## src/rtl/s2_perm_pkg.sv

```systemverilog
package s2_perm_pkg;
  localparam int AP_W   = 2;
  localparam int XN_W   = 2;
  localparam int PROT_W = 3;
  localparam int RD_BIT = 0;
  localparam int WR_BIT = 1;
  localparam int EX_BIT = 2;

  typedef logic [AP_W-1:0]   ap_t;
  typedef logic [XN_W-1:0]   xn_t;
  typedef logic [PROT_W-1:0] prot_t;

  // read/write grants straight from the access field
  function automatic logic [1:0] rw_from_ap(input ap_t ap);
    return {ap[1], ap[0]};
  endfunction

  // split user/privileged execute-never decode
  function automatic logic exec_split(input xn_t xn, input logic least_priv);
    case (xn)
      2'd0:    return 1'b1;
      2'd1:    return least_priv;
      2'd2:    return 1'b0;
      default: return !least_priv;
    endcase
  endfunction

  // single execute-never decode: only the upper code bit is looked at
  function automatic logic exec_single(input logic xn_hi, input logic hyp64,
                                       input logic rd);
    return !xn_hi && (hyp64 || rd);
  endfunction
endpackage

```

## src/rtl/s2_rw_decode.sv

```systemverilog
module s2_rw_decode
  import s2_perm_pkg::*;
(
  input  ap_t        ap,
  output logic       rd_ok,
  output logic       wr_ok
);
  logic [1:0] rw;
  assign rw    = rw_from_ap(ap);
  assign rd_ok = rw[0];
  assign wr_ok = rw[1];
endmodule

```

## src/rtl/s2_exec_decode.sv

```systemverilog
module s2_exec_decode
  import s2_perm_pkg::*;
(
  input  xn_t  xn,
  input  logic least_priv,
  input  logic split_en,
  input  logic hyp64,
  input  logic rd_ok,
  output logic ex_ok
);
  logic ex_split;
  logic ex_single;

  assign ex_split  = exec_split(xn, least_priv);
  assign ex_single = exec_single(xn[1], hyp64, rd_ok);
  assign ex_ok     = split_en ? ex_split : ex_single;
endmodule

```

## src/rtl/s2_prot_stage.sv

```systemverilog
module s2_prot_stage
  import s2_perm_pkg::*;
#(
  parameter int REGISTERED = 1
) (
  input  logic  clk,
  input  logic  rst_n,
  input  logic  capture,
  input  prot_t prot_d,
  output logic  vld_q,
  output prot_t prot_q
);
  generate
    if (REGISTERED != 0) begin : g_reg
      always_ff @(posedge clk or negedge rst_n) begin
        if (!rst_n) begin
          vld_q  <= 1'b0;
          prot_q <= '0;
        end else begin
          vld_q <= capture;
          if (capture) prot_q <= prot_d;
        end
      end
    end else begin : g_comb
      assign vld_q  = capture;
      assign prot_q = prot_d;
    end
  endgenerate
endmodule

```

## src/rtl/s2_perm_decoder.sv

```systemverilog
module s2_perm_decoder
  import s2_perm_pkg::*;
#(
  parameter int REGISTERED = 1
) (
  input  logic                  clk,
  input  logic                  rst_n,
  input  logic                  in_valid,
  input  logic [AP_W-1:0]       acc_perm,
  input  logic [XN_W-1:0]       xn_code,
  input  logic                  s1_least_priv,
  input  logic                  split_xn_en,
  input  logic                  hyp_is_64,
  output logic                  out_valid,
  output logic [PROT_W-1:0]     prot
);
  // named internal events
  logic  rd_grant;
  logic  wr_grant;
  logic  ex_grant;
  logic  capture;
  prot_t prot_next;

  assign capture = in_valid;

  s2_rw_decode u_rw (
    .ap    (acc_perm),
    .rd_ok (rd_grant),
    .wr_ok (wr_grant)
  );

  s2_exec_decode u_ex (
    .xn         (xn_code),
    .least_priv (s1_least_priv),
    .split_en   (split_xn_en),
    .hyp64      (hyp_is_64),
    .rd_ok      (rd_grant),
    .ex_ok      (ex_grant)
  );

  always_comb begin
    prot_next         = '0;
    prot_next[RD_BIT] = rd_grant;
    prot_next[WR_BIT] = wr_grant;
    prot_next[EX_BIT] = ex_grant;
  end

  s2_prot_stage #(.REGISTERED(REGISTERED)) u_stage (
    .clk     (clk),
    .rst_n   (rst_n),
    .capture (capture),
    .prot_d  (prot_next),
    .vld_q   (out_valid),
    .prot_q  (prot)
  );
endmodule

```

## config.mk

```make
export PLATFORM = sky130hd
export DESIGN_NAME = s2_perm_decoder
export DESIGN_NICKNAME = d
export VERILOG_FILES = /design/src/rtl/s2_perm_pkg.sv /design/src/rtl/s2_rw_decode.sv /design/src/rtl/s2_exec_decode.sv /design/src/rtl/s2_prot_stage.sv /design/src/rtl/s2_perm_decoder.sv
export SDC_FILE = /design/constraint.sdc
export NUM_CORES = 1
export LEC_CHECK = 0
export ABC_CLOCK_PERIOD_IN_PS = 2100
export BUFFER_PORTS_ARGS = -buffer_cell sky130_fd_sc_hd__buf_2
export CORE_AREA = 8 8 45 47
export DETAILED_ROUTE_END_ITERATION = 7
export DIE_AREA = 0 0 53 55
export PLACE_DENSITY = 0.3
export SETUP_SLACK_MARGIN = 0.15
export SLEW_MARGIN = 20
export SYNTH_ARGS = -nofsm -noshare
export SYNTH_HDL_FRONTEND = slang
export SYNTH_SLANG_ARGS = --single-unit
```

## constraint.sdc

```tcl
create_clock -name clk -period 2.1 [get_ports clk]
set_input_delay 0.21 -clock clk [delete_from_list [all_inputs] [get_ports clk]]
set_output_delay 0.21 -clock clk [all_outputs]
set_load 0.05 [all_outputs]
```

==> parameters.txt, run 1 <==
Parameter                              Value

Route
  Count of antenna-violating nets left after detailed routing ... 0
  Vias ... 158
  Number of DRC markers in iteration 0 ... 0
  Final WL ... 495 µm
  Post-detailed-route DRC marker count ... 0
  Number of vias per cell ... 3.59
  Number of iterations in the first detailed-routing pass ... 1
  Average wire length per cell after detail routing ... 11.3 µm

Setup path
  Delay of the slowest cell on the worst path ... ~0.33 ns
  Worst setup path category ... reg2out
  Worst setup slack for register-to-register paths ... 1.37 ns
  Cell with the largest stage delay on the worst path ... sky130_fd_sc_hd__dfrtp_1
  Sort of element at the end of the critical path ... output port
  Top Family by Delay on Critical Path ... flip-flops
  Combined buffer and inverter count along the critical path ... 1
  Critical-path cell list ... buf_2
  Worst EP arrival ... approximately 0.82 ns
  Maximum fanout along the worst path ... 2
  WP data required ... 1.89 ns
  Nature of the critical path startpoint ... flop

Placed design
  Minimum setup slack after placement ... between 0.9 and 1 ns
  Port bufs ... 13
  Placed cell areas ... 244 µm²
  Gpl congestion ... 0.709

CTS
  Total of cells resized after clock tree synthesis ... 0
  TritonCTS clock tree ... done
  Clock latency at the later pin of the worst-skew pair ... 0.23 ns
  H-tree depth ... 1
  Clk sinks ... 4
  Root Driver ... sky130_fd_sc_hd__clkbuf_4
  TritonCTS Buffers ... 3
  Worst-path clk slew ... 0.03 ns
  Max Buffers Root-to-Sink ... 2

Cells and area
  Area growth from synthesis to layout ... 74.0%
  Filler Cells Inserted ... 156
  Finished layout cell area ... 277 µm²
  Post-layout utilization of the core ... 20.0%
  Total number of nets in the final design ... 40
  Diode count ... 0
  Layout cells sized above 1 ... 64.3%

Run status
  Outcome ... completed

Synth
  Simple logic cell fraction of the synthesized area ... 11.0%
  Number of register bits inferred by synthesis ... 4
  Cell area after synthesis ... 159 µm²
  Per-instance average area after synthesis ... 14.4 µm²
  Area leader, netlist ... sky130_fd_sc_hd__dfrtp_1
  Synthesis Warnings ... 0
  Area fraction of the dominant cell type after synthesis ... 63.0%
  Syn_nets ... 21
  Combinational family with the most area after synthesis ... multiplexers
  Synthesized instance count ... 11
  Multiplexer area fraction after synthesis ... approximately 14%
  Largest cells by area after synthesis ... sky130_fd_sc_hd__dfrtp_1 63%, sky130_fd_sc_hd__mux2_2 14%, sky130_fd_sc_hd__or4b_1 6.3%, sky130_fd_sc_hd__xnor2_1 5.5%, sky130_fd_sc_hd__nand3b_1 4.7%
  Synth Area in Compound Gates ... 6.30%
  Synthesized-area fraction occupied by adder cells ... 0%
  Share of the synthesized netlist area taken by xor and xnor gates ... 5.51%
  Post-synthesis sequential area ratio ... a little over three fifths
  Number of unique standard cell types used by synthesis ... 7

Floorplanning
  Initial core utilization ... 11.5%
  Die width ... 53 µm
  Die H ... 55 µm
  # IOs ... 14
  Floorplan Core Area ... 0.00138 mm²
  Floorplan die area ... 0.00292 mm²
  Standard-cell rows ... 14

Timing
  Max-slew violation count ... 0
  Peak clock frequency supported by timing ... 968 MHz
  Post-route setup TNS ... 0 ns
  Minimum period implied by the final worst setup slack ... 1.03 ns
  Worst Tran Pin Value ... 0.254 ns
  Worst Skew ... 0 ns
  Final setup vio count ... 0
  Final-report hold violation count ... 0
  Part of the cycle the worst path needs ... between 40% and 50%
  Setup repair after global routing missed its margin ... false
  Max-Slew Margin vs Limit ... between 80% and 90%
  Fin worst setup slack ... 1.07 ns

Pwr
  Final Total Pwr ... 0.236 mW
  Leak Pwr ... between 0.1 and 0.15 nW
  Power density over the cells ... 853 mW/mm²
  IR drop worst, VDD ... approximately 0.43 mV

Global routing
  Met3 global-route usage ... 5.61%
  Largest net degree at the start of global routing ... 7
  M2 GR Usage ... 4.88%
  GRT overflow ... 0
  GRT Overall Usage ... 3.89%
  First-pass GRT wire length ... 779 µm
  Busiest layer in global routing ... met3
  Number of antenna violations at the first check in global routing ... 0
  Number of global-route vias before repair ... 191
  Global routing usage on met1 ... 3.83%

Run
  Count of max-cap constraint violations ... 0

Worst hold path
  Type of the worst min-delay path ... in2reg
## report_power, final
| group | total [mW] | switching (mW) | internal, mW |
|---|---|---|---|
| logic | 0.0563 | 0.0378 | 0.0184 |
| clock network | 0.0920 | 0.0283 | 0.0637 |
| registers | 0.0877 | 0.00287 | 0.0848 |
## state kept, by name (all words and copies together), names as in the netlist
name,cells
u_stage.prot_q,3
u_stage.vld_q,1
## stage by stage
stage	hold slack, ns	instances
floorplan	-0.0856	11
global placement	0.0198	40
detailed placement	0.0227	40
CTS	0.167	44
global route	0.169	44
finish	0.177	44
## cell usage after synthesis
cell type                  count
sky130_fd_sc_hd__xnor2_1       1
sky130_fd_sc_hd__a21oi_1       1
sky130_fd_sc_hd__mux2_2        2
sky130_fd_sc_hd__nand3b_1      1
sky130_fd_sc_hd__dfrtp_1       4
sky130_fd_sc_hd__o21ai_0       1
sky130_fd_sc_hd__or4b_1        1
## per-layer routing
layer / vias to the layer above / routed length, µm
li1: 75 / -
met1: 69 / 216
met2: 14 / 170
met3: 0 / 108
met4: 0 / 0
met5: - / 0
## layout by cell type (no fill, tap or decap)
master	instances
sky130_fd_sc_hd__buf_2	13
sky130_fd_sc_hd__or4b_1	1
sky130_fd_sc_hd__mux2_2	2
sky130_fd_sc_hd__dlygate4sd3_1	1
sky130_fd_sc_hd__nand3b_1	1
sky130_fd_sc_hd__dfrtp_1	4
sky130_fd_sc_hd__clkbuf_4	3
sky130_fd_sc_hd__xnor2_1	1
sky130_fd_sc_hd__a21oi_1	1
sky130_fd_sc_hd__o21ai_0	1
## logic make-up (layout without fill, tap and decap cells)
family / after synthesis / after routing
compound gates: 2 / 2
xor+xnor: 1 / 1
buf+inv: 0 / 17
flops: 4 / 4
mux: 2 / 2
simple gates: 2 / 2
## worst paths after layout
check / to / cells past startpoint / start
min in group asynchronous: u_stage.prot_q[0]$_DFFE_PN0P_ / 2 / rst_n
max in group asynchronous: u_stage.prot_q[1]$_DFFE_PN0P_ / 2 / rst_n
hold reg to reg: u_stage.prot_q[0]$_DFFE_PN0P_ / 1 / u_stage.prot_q[0]$_DFFE_PN0P_
setup reg to reg: u_stage.prot_q[1]$_DFFE_PN0P_ / 1 / u_stage.prot_q[1]$_DFFE_PN0P_
setup / recovery: prot[1] / 1 / u_stage.prot_q[1]$_DFFE_PN0P_
hold / removal: u_stage.vld_q$_DFF_PN0_ / 1 / in_valid
## area by class of cell
cell class | count | area [µm²] | area share [%]
Sequential cell | 4 | 100 | 36.2
Timing Repair Buffer | 14 | 75.1 | 27.1
Multi-Input combinational cell | 7 | 58.8 | 21.3
Tap cell | 16 | 20.0 | 7.24
Clock buffer | 3 | 22.5 | 8.14
## timing repair
action                                 in CTS  in global routing
endpoints found under the hold margin       4                  0
setup buffers                               0                  0
hold buffers                                1                  0
(Power assumes the default switching activity.)
==> run 2, diff against run 1 <==
--- a/config.mk
+++ b/config.mk
@@ -5,7 +5,7 @@
 export SDC_FILE = /design/constraint.sdc
 export NUM_CORES = 1
 export LEC_CHECK = 0
-export ABC_CLOCK_PERIOD_IN_PS = 2100
+export ABC_CLOCK_PERIOD_IN_PS = 1100
 export BUFFER_PORTS_ARGS = -buffer_cell sky130_fd_sc_hd__buf_2
 export CORE_AREA = 8 8 45 47
 export DETAILED_ROUTE_END_ITERATION = 7
==> constraint.sdc (replaced) <==
create_clock -name clk -period 1.1 [get_ports clk]
set_input_delay 0.11 -clock clk [delete_from_list [all_inputs] [get_ports clk]]
set_output_delay 0.11 -clock clk [all_outputs]
set_load 0.05 [all_outputs]
==> parameters.txt, run 2 (synthesis results as in run 1) <==
Parameter                              Value

Pwr
  Leak Pwr ... approximately 0.14 nW
  Power density over the cells ... 1580 mW/mm²
  IR drop worst, VDD ... 0.638 mV

Route
  Number of iterations in the first detailed-routing pass ... 1
  Number of DRC markers in iteration 0 ... 0
  Count of antenna-violating nets left after detailed routing ... 0
  Final WL ... 490 µm
  Number of vias per cell ... around 3.6
  Vias ... 158
  Post-detailed-route DRC marker count ... 0
  Average wire length per cell after detail routing ... approximately 11 µm

Placed design
  Minimum setup slack after placement ... 0.108 ns
  Gpl congestion ... between 0.7 and 0.8
  Half-perimeter wire length of the detailed placement result ... 408 µm
  Port bufs ... 13

Global routing
  GRT overflow ... 0
  Number of global-route vias before repair ... 186
  Met3 global-route usage ... under 10%
  Number of antenna violations at the first check in global routing ... 0
  Global routing usage on met1 ... between 4 and 5%
  Busiest layer in global routing ... met3
  First-pass GRT wire length ... 772 µm
  GRT Overall Usage ... 4.00%
  M2 GR Usage ... under 10%
  Largest net degree at the start of global routing ... 7

Timing
  Part of the cycle the worst path needs ... 83.2%
  Worst-case hold slack ... 0.0735 ns
  Minimum period implied by the final worst setup slack ... between 0.9 and 1 ns
  Max-Slew Margin vs Limit ... 90.5%
  Post-route setup TNS ... 0 ns
  Final setup vio count ... 0
  Worst Skew ... 0 ns
  Worst Tran Pin Value ... 0.140 ns
  Peak clock frequency supported by timing ... 1090 MHz
  Setup repair after global routing missed its margin ... true
  Fin worst setup slack ... about 0.19 ns
  Final-report hold violation count ... 0
  Max-slew violation count ... 0

Cells and area
  Area growth from synthesis to layout ... 84.3%
  Diode count ... 0
  Leading cell type in the layout, fill and taps excluded ... sky130_fd_sc_hd__buf_2
  Filler Cells Inserted ... 157
  Biggest registers after layout ... u_stage.prot_q x3, u_stage.vld_q x1
  Layout cells sized above 1 ... 71.4%
  Flip-flop count of the largest register after layout ... 3
  Most frequent cells in the layout ... 9 x sky130_fd_sc_hd__buf_2, 5 x sky130_fd_sc_hd__clkbuf_4, 2 x sky130_fd_sc_hd__mux2_2, 2 x sky130_fd_sc_hd__dfrtp_2, 2 x sky130_fd_sc_hd__dfrtp_1
  Most flop-heavy register ... u_stage.prot_q
  Total number of nets in the final design ... 40

CTS
  Worst-path clk slew ... about 0.04 ns
  TritonCTS Buffers ... 3
  Clock latency at the later pin of the worst-skew pair ... 0.23 ns
  H-tree depth ... 1
  TritonCTS clock tree ... done
  Clk sinks ... 4
  Root Driver ... sky130_fd_sc_hd__clkbuf_4
  Max Buffers Root-to-Sink ... 2

Run status
  Outcome ... completed

Setup path
  Combined buffer and inverter count along the critical path ... 1
  Cell with the largest stage delay on the worst path ... sky130_fd_sc_hd__dfrtp_1
  Sort of element at the end of the critical path ... output port
  Maximum fanout along the worst path ... 2
  Nature of the critical path startpoint ... flop
  Top Family by Delay on Critical Path ... flip-flops
  Worst setup path category ... reg2out
  Critical-path cell list ... clkbuf_4
  Delay of the slowest cell on the worst path ... 0.36 ns
  Worst EP arrival ... about 0.8 ns
  WP data required ... 0.99 ns

Floorplanning
  Die width ... 53 µm
  Floorplan die area ... 0.00292 mm²
  Die H ... approximately 55 µm
  Standard-cell rows ... 14
  # IOs ... 14
  Floorplan Core Area ... ~0.0014 mm²
  Initial core utilization ... 11.5%

Worst hold path
  Type of the worst min-delay path ... in2reg

Run
  Count of max-cap constraint violations ... 0
run 2: timing repair:
item	in CTS	in global routing
hold buffers	1	0
buffers inserted	0	0
resized for setup	1	5
hold endpoints to repair	4	0
endpoints found under the setup margin	1	4
run 2: report_power, final:
group	total, mW	internal (mW)	switching (mW)	leakage (nW)
Sequential	0.170	0.163	0.00687	0.0445
Combinational	0.117	0.0450	0.0721	0.0768
Clock	0.176	0.122	0.0547	0.0138
Total	0.464	0.330	0.134	0.135
run 2: layout make-up:
class / count / area (µm²) / area share, %
Multi-Input combinational cell: 7 / 58.8 / 20.1
Tap cell: 16 / 20.0 / 6.84
Timing Repair Buffer: 14 / 88.8 / 30.3
Clock buffer: 3 / 22.5 / 7.69
Sequential cell: 4 / 103 / 35.0
run 2: layer usage:
layer  share of wire (%)  vias to the layer above
met2                  28                       14
met3                  18                        0
met5                   0                        -
met1                  53                       67
li1                    -                       77
met4                   0                        0
run 2: final timing paths:
| kind | startpoint | cells past startpoint | slack [ns] | endpoint |
|---|---|---|---|---|
| worst max-delay path | u_stage.prot_q[2]$_DFFE_PN0P_ | 1 | 0.19 | prot[2] |
| worst min-delay path | in_valid | 1 | 0.07 | u_stage.vld_q$_DFF_PN0_ |
| worst max register to register | u_stage.prot_q[0]$_DFFE_PN0P_ | 1 | 0.33 | u_stage.prot_q[0]$_DFFE_PN0P_ |
| worst min register to register | u_stage.prot_q[1]$_DFFE_PN0P_ | 1 | 0.51 | u_stage.prot_q[1]$_DFFE_PN0P_ |
| max in group asynchronous | rst_n | 2 | 0.76 | u_stage.prot_q[1]$_DFFE_PN0P_ |
| min in group asynchronous | rst_n | 2 | 0.21 | u_stage.prot_q[2]$_DFFE_PN0P_ |
run 2: per-stage QoR:
stage / util (%) / total power, mW / cell area, µm² / instances
4_1_cts: 20.3 / 0.468 / 282 / 44
5_1_grt: 21.2 / 0.504 / 293 / 44
3_3_place_gp: 17.8 / 0.275 / 246 / 40
3_5_place_dp: 17.8 / 0.277 / 246 / 40
2_1_floorplan: - / 0.237 / 161 / 11
6_report: 21.2 / 0.464 / 293 / 44
